[config.mk]
export PLATFORM = sky130hd
export DESIGN_NAME = pg_monitor
export DESIGN_NICKNAME = d
export VERILOG_FILES = /design/src/rtl/pg_monitor.sv
export SDC_FILE = /design/constraint.sdc
export NUM_CORES = 1
export LEC_CHECK = 0
export CORE_AREA = 2 2 39 41
export CTS_CLUSTER_DIAMETER = 200
export DETAILED_ROUTE_END_ITERATION = 10
export DIE_AREA = 0 0 41 43
export GPL_TIMING_DRIVEN = 0
export HOLD_SLACK_MARGIN = 0.12
export MAX_ROUTING_LAYER = met4
export PLACE_DENSITY = 0.38
export SYNTH_ARGS = -nofsm -noshare
export SYNTH_HDL_FRONTEND = slang
export SYNTH_SLANG_ARGS = --single-unit
export TNS_END_PERCENT = 10
[constraint.sdc]
create_clock -name clk -period 2.3 [get_ports clk]
set_clock_uncertainty 0.05 [all_clocks]
set_input_delay 0.46 -clock clk [delete_from_list [all_inputs] [get_ports clk]]
set_output_delay 0.46 -clock clk [all_outputs]
set_load 0.05 [all_outputs]
[src/rtl/pg_monitor.sv]
module pg_monitor #(
  parameter int CH          = 2,
  parameter int FAULT_TICKS = 3
) (
  input  logic          clk,
  input  logic          rst_n,
  input  logic          tick,
  input  logic [CH-1:0] win_ok,
  input  logic [CH-1:0] ss_done,
  input  logic [CH-1:0] en_ok,
  input  logic          ov_trip,
  output logic          pg
);
  localparam int CW = $clog2(FAULT_TICKS + 1);
  localparam logic [CW-1:0] LIM = CW'(FAULT_TICKS);

  logic [CW-1:0] cnt, cnt_nx;
  logic          ov_lat;
  logic          ov_nx;
  logic          pg_nx;

  always_comb begin
    cnt_nx = cnt;
    if (tick) begin
      if (&win_ok)         cnt_nx = '0;
      else if (cnt != LIM) cnt_nx = cnt + 1'b1;
    end
  end

  assign ov_nx = ov_lat | ov_trip;
  assign pg_nx = ~ov_nx & (&ss_done) & (&en_ok) & (cnt_nx != LIM);

  always_ff @(posedge clk or negedge rst_n) begin
    if (!rst_n) begin
      cnt    <= '0;
      ov_lat <= 1'b0;
      pg     <= 1'b0;
    end else begin
      cnt    <= cnt_nx;
      ov_lat <= ov_nx;
      pg     <= pg_nx;
    end
  end
endmodule


==> impl_results.md <==
* Largest net degree at the start of global routing at 7
* Final worst-path cycle share at 81.2%
* Routed wire per std cell at 9.93 um
* Min-delay worst type: in2async
* Crit path cell chain: clkdlybuf4s50_1
* Vias in the first global route at 168
* Critical Path RT at 1.79 ns
* Slew headroom at 67.3%
* Crit path max-delay cell type: clkdlybuf4s50_1
* Worst-path clk slew at 0.04 ns
* Hold_buf cts at 0
* Vias at 178
* Endpoints failing setup at 0
* Share of cells above drive strength 1 at 17.2%
* Tmin final at 1.87 ns
* Finished layout cell area at 312 um^2
* Root Buffer: clkbuf_4
* Critical path class: reg2out
* Slew Limit Fails at 0
* Starting Density at 12.2%
* CTS tree: built
* Most common cell in the netlist: dfrtp_1
* Hpwl dp at 349 um
* Unrepaired setup endpoints after global routing: no
* Synth async-reset ratio at 100%
* Fmax at 536 MHz
* CP endpoint kind: primary output
* Global-route wire length before repair at 648 um
* Mapped cell area at 169 um^2
* Setup TNS at 0 ns
* Post-Syn Area per Cell at 10.6 um^2
* Synth top area share at 59.3%
* Gr ovfl total at 0
* Final hold vios at 0
* P_int at 0.000154 W
* Power Density at 634 mW/mm^2
* Synth cell count leaders: dfrtp_1 (4), a21oi_1 (2), a31oi_1 (2)
* Critical path arrival at 1.36 ns
* Ys Warns at 0
* Peak supply drop at 0.323 mV
* Die H at 43 um
* Top delay family on crit path: buffers and inverters
* Area grow syn2layout at 84.4%
* Htree depth at 1
* Mapped Nets at 26
* Port Buffers at 10
* Least-Margin Pin Slew at 0.489 ns
* Core Rows at 14
* DRC viols at 0
* Reg power frac at 41.4%
* CTS Buf Count at 3
* CP startpoint kind: register
* Comb power frac at 16.5%
* Count of unique library cells instantiated by Yosys at 11
* DP Area at 289 um^2
* CP max stage delay at 0.80 ns
* Maximum buffer depth of the clock tree at 2
* Leakage at 0.120 nW
* Initial antenna violation count at 0
* Worst path bufs/invs at 1
* Post-cts resize count at 0
* Flops & latches, synth at 4
* P_sw at 0.0000435 W
* Die W at 41 um
* Setup Buffers After CTS at 0
* Main flop type after synthesis: dfrtp_1
* DRT iter0 DRCs at 2
* Die area at 0.00176 mm^2
* Top cells by area, synth: dfrtp_1 (59%), a31oi_1 (7.4%), a21oi_1 (5.9%), nor3_2 (5.9%), or2_4 (5.2%)
* Vias/cell at 3.96
* GRT Total Usage at 6.40%
* RePlAce Congestion at 0.550
* Post-synth EDFFs at 0
* ANT nets after route at 0
* Switch share at 22.0%
* Drt total wl at 447 um
* Outcome: finished clean
* Cell taking the most area after synthesis: dfrtp_1
* Number of I/O pins at 11
* Final Net Count at 41
* Max Cap Viol at 0
* Clk sinks at 4
* DR pass1 iterations at 2
* Pwr Total at 0.000197 W
* Post-Synthesis Cells at 16
* Clock latency on the worst-skew pair at 0.23 ns
* Filler instances at 151
* CP max FO at 1
* N_diodes at 0
* Core region area at 0.00138 mm^2
* Clock group share of total power at 42.1%
* Seq/Total Area, Yosys at 59.3%
worst paths after layout:
kind	start	end	slack, ns	cells past startpoint
min in group clk	ov_lat$_DFF_PN0_	ov_lat$_DFF_PN0_	0.42	1
setup / recovery	pg$_DFF_PN0_	pg	0.43	1
setup reg to reg	cnt[0]$_DFF_PN0_	pg$_DFF_PN0_	1.41	3
hold reg to reg	ov_lat$_DFF_PN0_	ov_lat$_DFF_PN0_	0.42	1
hold / removal	rst_n	cnt[0]$_DFF_PN0_	0.39	1
max in group asynchronous	rst_n	pg$_DFF_PN0_	1.63	1
power by group through the flow:
stage                     Combinational, W  Sequential, W  Clock (W)
after floorplan                  0.0000109      0.0000808          0
after global placement           0.0000305      0.0000812          0
after detailed placement         0.0000325      0.0000818          0
after CTS                        0.0000327      0.0000810  0.0000876
after global routing             0.0000362      0.0000819  0.0000937
final                            0.0000326      0.0000816  0.0000831
per-layer routing:
metal	GRT usage, %	wire (um)	vias up
li1	-	-	84
met1	6.82	216	81
met2	7.19	159	13
met3	7.85	70	0
met4	2.00	0	0
met5	-	0	-
per-stage QoR:
step           instances  hold slack [ns]  util (%)  setup slack (ns)
3_3_place_gp          42            0.406      20.9             0.684
6_report              45            0.391      22.5             0.433
4_1_cts               45            0.387      22.5             0.419
2_1_floorplan         16            0.114         -              1.20
3_5_place_dp          42            0.412      20.9             0.666
5_1_grt               45            0.395      22.5             0.387
sequential cells by signal, indices dropped and copies added (netlist names):
name    count
pg          1
ov_lat      1
cnt         2
layout make-up:
type / count / area [um^2] / share of cell area, %
flip-flops and latches: 4 / 100 / 32.1
repair buffers: 10 / 100 / 32.1
multi-input cells: 11 / 65.1 / 20.9
clock buffers: 3 / 22.5 / 7.23
well taps: 16 / 20.0 / 6.43
inverters: 1 / 3.75 / 1.20
cell families (layout without fill, tap and decap cells):
logic type,after synthesis,after routing,synth area share [%]
compound gates,6,6,19.3
simple gates,5,5,19.3
flops,4,4,59.3
buf+inv,1,14,2.22
layout by cell type (no fill, tap or decap), drive strengths merged:
cell	netlist	layout
nand2	1	1
or2	1	1
inv	1	1
clkdlybuf4s50	0	10
nand4	1	1
dfrtp	4	4
o21ai	2	2
a31oi	2	2
nor3	1	1
nor2	1	1
clkbuf	0	3
a21oi	2	2
Power figures use the tool's default switching activity.
